[src/rtl/ext_irq_pkg.sv]
package ext_irq_pkg;

    typedef enum logic [1:0] {
        SNS_LOW  = 2'b00,
        SNS_ANY  = 2'b01,
        SNS_FALL = 2'b10,
        SNS_RISE = 2'b11
    } sense_t;

    typedef struct packed {
        logic now;
        logic prev;
    } trig_hist_t;

    function automatic logic qualify(input sense_t s, input logic lvl);
        case (s)
            SNS_LOW, SNS_FALL: qualify = ~lvl;
            default:           qualify = lvl;
        endcase
    endfunction

    function automatic logic is_level(input sense_t s);
        is_level = (s == SNS_LOW);
    endfunction

endpackage

[src/rtl/eis_sync.sv]
module eis_sync #(
    parameter int   STAGES  = 2,
    parameter logic RST_VAL = 1'b1
) (
    input  logic clk,
    input  logic rst,
    input  logic d,
    output logic q
);
    logic [STAGES-1:0] chain;

    generate
        for (genvar i = 0; i < STAGES; i++) begin : g_stage
            if (i == 0) begin : g_first
                always_ff @(posedge clk) begin
                    if (rst) chain[0] <= RST_VAL;
                    else     chain[0] <= d;
                end
            end else begin : g_next
                always_ff @(posedge clk) begin
                    if (rst) chain[i] <= RST_VAL;
                    else     chain[i] <= chain[i-1];
                end
                p_chain_shift_r2: assert property (@(posedge clk) disable iff (rst)
                    1'b1 |=> chain[i] == $past(chain[i-1]));
            end
        end
    endgenerate

    assign q = chain[STAGES-1];
endmodule

[src/rtl/eis_detect.sv]
module eis_detect
    import ext_irq_pkg::*;
(
    input  logic   clk,
    input  logic   rst,
    input  logic   lvl,
    input  sense_t sense,
    output logic   event_o
);
    trig_hist_t h;

    assign h.now = qualify(sense, lvl);

    always_ff @(posedge clk) begin
        if (rst) h.prev <= 1'b0;
        else     h.prev <= h.now;
    end

    always_comb begin
        if (sense == SNS_ANY) event_o = h.now ^ h.prev;
        else                  event_o = h.now & ~h.prev;
    end

    // history tracks qualified value every cycle
    p_hist_track_r11: assert property (@(posedge clk) disable iff (rst)
        1'b1 |=> h.prev == $past(qualify(sense, lvl)));
endmodule

[src/rtl/eis_flag.sv]
module eis_flag
    import ext_irq_pkg::*;
(
    input  logic   clk,
    input  logic   rst,
    input  sense_t sense,
    input  logic   lvl,
    input  logic   event_i,
    input  logic   en,
    input  logic   clr,
    output logic   flag
);
    logic flag_q;
    logic set_c;
    logic lvl_mode;

    assign lvl_mode = is_level(sense);
    assign set_c    = event_i & en & ~lvl_mode;

    always_ff @(posedge clk) begin
        if (rst || lvl_mode) flag_q <= 1'b0;
        else if (set_c)      flag_q <= 1'b1;
        else if (clr)        flag_q <= 1'b0;
    end

    assign flag = lvl_mode ? ~lvl : flag_q;

    p_event_sets_r8: assert property (@(posedge clk) disable iff (rst)
        (event_i && en && !lvl_mode) |=> flag_q);
    p_clear_r8: assert property (@(posedge clk) disable iff (rst)
        (clr && !event_i) |=> !flag_q);
    p_no_set_disabled_r10: assert property (@(posedge clk) disable iff (rst)
        (!flag_q && !en) |=> !flag_q);
endmodule

[src/rtl/ext_irq_sense.sv]
module ext_irq_sense
    import ext_irq_pkg::*;
#(
    parameter int SYNC_STAGES = 2
) (
    input  logic       clk,
    input  logic       rst,
    input  logic       pin_raw,
    input  logic       drv_en,
    input  logic       drv_val,
    input  logic       irq_en,
    input  logic       gie,
    input  logic [1:0] sense,
    input  logic       flag_ack,
    input  logic       flag_w1c,
    output logic       irq_flag,
    output logic       irq_req
);
    localparam logic PIN_IDLE = 1'b1;

    logic   pad;
    logic   lvl;
    logic   evt;
    sense_t mode;

    assign mode = sense_t'(sense);
    assign pad  = drv_en ? drv_val : pin_raw;

    eis_sync #(.STAGES(SYNC_STAGES), .RST_VAL(PIN_IDLE)) u_sync (
        .clk(clk), .rst(rst), .d(pad), .q(lvl)
    );

    eis_detect u_det (
        .clk(clk), .rst(rst), .lvl(lvl), .sense(mode), .event_o(evt)
    );

    eis_flag u_flag (
        .clk(clk), .rst(rst), .sense(mode), .lvl(lvl), .event_i(evt),
        .en(irq_en), .clr(flag_ack | flag_w1c), .flag(irq_flag)
    );

    assign irq_req = irq_flag & irq_en & gie;

    p_req_gated_r9: assert property (@(posedge clk) disable iff (rst)
        irq_req |-> (gie && irq_en));
    p_level_live_r3: assert property (@(posedge clk) disable iff (rst)
        (mode == SNS_LOW) |-> (irq_flag == !lvl));
    p_level_ack_r4: assert property (@(posedge clk) disable iff (rst)
        (mode == SNS_LOW && $past(mode) == SNS_LOW && !lvl && flag_ack) |=>
        (mode != SNS_LOW || lvl || irq_flag));
endmodule

[config.mk]
export PLATFORM = sky130hd
export DESIGN_NAME = ext_irq_sense
export DESIGN_NICKNAME = d
export VERILOG_FILES = /design/src/rtl/ext_irq_pkg.sv /design/src/rtl/eis_sync.sv /design/src/rtl/eis_detect.sv /design/src/rtl/eis_flag.sv /design/src/rtl/ext_irq_sense.sv
export SDC_FILE = /design/constraint.sdc
export NUM_CORES = 1
export LEC_CHECK = 0
export CAP_MARGIN = 10
export CORE_AREA = 2 2 39 41
export CTS_CLUSTER_DIAMETER = 200
export DETAILED_ROUTE_END_ITERATION = 16
export DIE_AREA = 0 0 41 43
export HOLD_SLACK_MARGIN = 0.06
export PLACE_DENSITY = 0.47
export SYNTH_ARGS = -nofsm -noshare
export SYNTH_HDL_FRONTEND = slang
export SYNTH_HIERARCHICAL = 1
export SYNTH_SLANG_ARGS = --single-unit
[constraint.sdc]
create_clock -name clk -period 1.3 [get_ports clk]
set_input_delay 0.13 -clock clk [delete_from_list [all_inputs] [get_ports clk]]
set_output_delay 0.13 -clock clk [all_outputs]
set_load 0.05 [all_outputs]
==> results of run 1 <==
[layer usage]
metal / up-vias / routed length, µm / track usage, %
met5: - / 0 / 0
met4: 0 / 6 / 6.00
met3: 2 / 83 / 6.28
met2: 15 / 213 / 9.69
met1: 90 / 199 / 7.03
li1: 113 / - / -
[where the power goes]
group          internal [mW]  total [mW]  switching [mW]
Combinational         0.0681       0.108          0.0395
Sequential             0.131       0.134         0.00278
Clock                  0.103       0.157          0.0531
[layout make-up]
class | count | share of cell area [%]
Sequential cell | 4 | 17.9
Tap cell | 16 | 4.40
Multi-Input combinational cell | 16 | 31.0
Timing Repair Buffer | 17 | 40.1
Inverter | 2 | 1.65
Clock buffer | 3 | 4.95
[critical path, cell delays in order (launching register included)]
cell,delay (ns)
dfxtp_2,0.32
buf_6,0.11
o31ai_4,0.17
and3_4,0.22
buf_12,0.13
[final timing paths]
check,from,end,slack [ns],depth (start not counted)
max,u_sync/q$_SDFF_PP1_,irq_req,-0.02,4
min,u_sync/chain[0]$_SDFF_PP1_,u_sync/q$_SDFF_PP1_,0.40,1
max reg2reg,u_sync/q$_SDFF_PP1_,u_flag/flag_q$_SDFFE_PP0P_,0,5
min reg2reg,u_sync/chain[0]$_SDFF_PP1_,u_sync/q$_SDFF_PP1_,0.40,1
[kinds of logic after synthesis]
group                      Yosys count  share of synthesized area, %
AOI/OAI and AO/OA                    3                          11.9
xor gates and xnor gates             1                          4.17
adders and majority gates            1                          5.95
buffers and inverters                2                          3.57
DFF                                  4                          38.1
muxes                                2                          11.9
and+or+nand+nor                      9                          24.4
[what timing repair did]
action                                 4_1_cts  5_1_grt
pin swaps                                    1        0
setup buffers                                0        0
setup endpoints to repair                    3        3
endpoints found under the hold margin        0        0
resized for setup                            6        0
[placed cells by master, fill, tap and decap left out, types with 2 or more instances in the layout]
master / Yosys / layout
inv_1: 2 / 2
nand2b_1: 2 / 2
buf_6: 0 / 2
clkdlybuf4s50_1: 0 / 8
clkbuf_4: 0 / 3
buf_4: 0 / 3
or2_1: 2 / 2
dfxtp_1: 4 / 3
dlygate4sd2_1: 0 / 2
buf_12: 0 / 2
[sequential cells by signal, summed over array words and instances, names as in the netlist]
signal and cells:
u_det/h 1, u_flag/flag_q 1, u_sync/chain 1, u_sync/q 1
[through the flow]
stage | power [mW] | setup slack [ns]
detailed placement | 0.243 | -0.294
CTS | 0.407 | -0.0313
global route | 0.423 | -0.0796
floorplan | 0.177 | -0.0610
global placement | 0.242 | -0.294
finish | 0.398 | -0.0208
==> results.py, run 1 <==
metrics = {
    "status": {
        "status": "finished with violations",
        "violations": "negative setup slack",
    },
    "clock_network": {
        "numClockSinks": 4,
        "cts_buffers": 3,
        "htreeDepth": 1,
        "path_clk_slew_ns": 0.04,
        "clkLatencyLatePin_ns": 0.23,
        "clock_path_buffers": 2,
        "cts_tree": "built",
        "ctsHoldBuffers": 0,
        "cts_root_buf": "clkbuf_4",
    },
    "synthesis": {
        "syn_area_per_cell_um2": 9.55,
        "yosys-top-cells-area": "dfxtp_1, mux2_4, a211oi_2",
        "syn_nets": 34,
        "syn-instance-count": 22,
        "synthFlopType": "dfxtp_1",
        "ys_seq_area_share_pct": 38.1,
        "yosys-top-cells-count": "dfxtp_1, inv_1, nand2b_1, or2_1",
        "synth_top_area_share_pct": 38.1,
        "synth_warnings": 6,
        "synth.most_common_cell": "dfxtp_1",
        "synth_seq_cells": 4,
        "synth-edff-count": 0,
        "synth_area_um2": 210,
        "synth_area_leader_cell": "dfxtp_1",
        "ys_types": 16,
        "async_flop_share_pct": 0,
    },
    "timing": {
        "tns_ns": -0.0250,
        "hold_slack_ns": 0.399,
        "period_minus_slack_ns": 1.32,
        "setup_ws_ns": -0.0208,
        "finalCritPeriodShare_pct": 102,
        "finalSetupViolCount": 2,
        "rsz0062_at_grt": "true",
        "tightestPinTransition_ns": 0.251,
        "drv_slew": 0,
        "final.setup_skew_ns": 0.000380,
        "fmax_ghz": 0.757,
        "finalHoldViolations": 0,
        "slew_headroom_pct": 83.2,
    },
    "drt": {
        "wire_per_inst_um": 8.67,
        "wl_um": 503,
        "vias": 220,
        "vias_per_cell": 3.79,
        "drtAntennaViolNets": 0,
        "dr.pass1.iters": 2,
        "initialDrtViolationCount": 4,
        "route.detailed.drc": 0,
    },
    "final_layout": {
        "seq_area_um2": 81.3,
        "multi_input_area_um2": 141,
        "n_antenna_cell": 0,
        "syn_to_final_growth_pct": 117,
        "fin_cells": 58,
        "post-route-cell-area_um2": 455,
        "final_nets": 56,
        "postLayoutCoreUtil_pct": 32.9,
        "drive_above_1_share_pct": 38.1,
        "fill_cells": 144,
    },
    "critical_path": {
        "path_class": "reg -> out",
        "critPathLaunchType": "flop",
        "critPathRequiredTime_ns": 1.17,
        "worstPathMaxFanout": 2,
        "cp-end-kind": "primary output",
        "cp.arrival_ns": 1.19,
    },
    "floorplan": {
        "start_util_pct": 15.2,
        "fp.dieW_um": 41,
        "io-pin-count": 13,
        "die_y_um": 43,
        "core-area_mm2": 0.00138,
        "dieArea_mm2": 0.00176,
        "fp-row-count": 14,
    },
    "power": {
        "power_density_mw_per_mm2": 874,
        "ir_drop_uv": 358,
        "p_leak_nw": 0.191,
    },
    "global_routing": {
        "grt_pass1_wl_um": 793,
        "antenna_found_initial": 0,
        "grt.total_usage_pct": 7.41,
        "grt_max_degree": 5,
        "grt_pass1_vias": 210,
        "overflow": 0,
    },
    "flow_run": {
        "cap_violations": 0,
    },
    "worst_hold_path": {
        "hold_path.class": "reg -> reg",
    },
    "placed_design": {
        "gp_congestion": 0.506,
        "portBuffers": 12,
        "placed_cells": 55,
        "dp.final_hpwl_um": 395,
        "placed_cell_area_um2": 427,
    },
}
Note: power is estimated with default switching activity, not from simulation.
==> inputs of run 2 (changes only) <==
--- a/config.mk
+++ b/config.mk
@@ -5,6 +5,7 @@
 export SDC_FILE = /design/constraint.sdc
 export NUM_CORES = 1
 export LEC_CHECK = 0
+export ABC_CLOCK_PERIOD_IN_PS = 1300
 export CAP_MARGIN = 10
 export CORE_AREA = 2 2 39 41
 export CTS_CLUSTER_DIAMETER = 200
@@ -12,7 +13,9 @@
 export DIE_AREA = 0 0 41 43
 export HOLD_SLACK_MARGIN = 0.06
 export PLACE_DENSITY = 0.47
+export SLEW_MARGIN = 20
 export SYNTH_ARGS = -nofsm -noshare
 export SYNTH_HDL_FRONTEND = slang
 export SYNTH_HIERARCHICAL = 1
 export SYNTH_SLANG_ARGS = --single-unit
+export TNS_END_PERCENT = 30
==> results of run 2 <==
The final DEF is identical to that of run 1; final timing and power are the same.
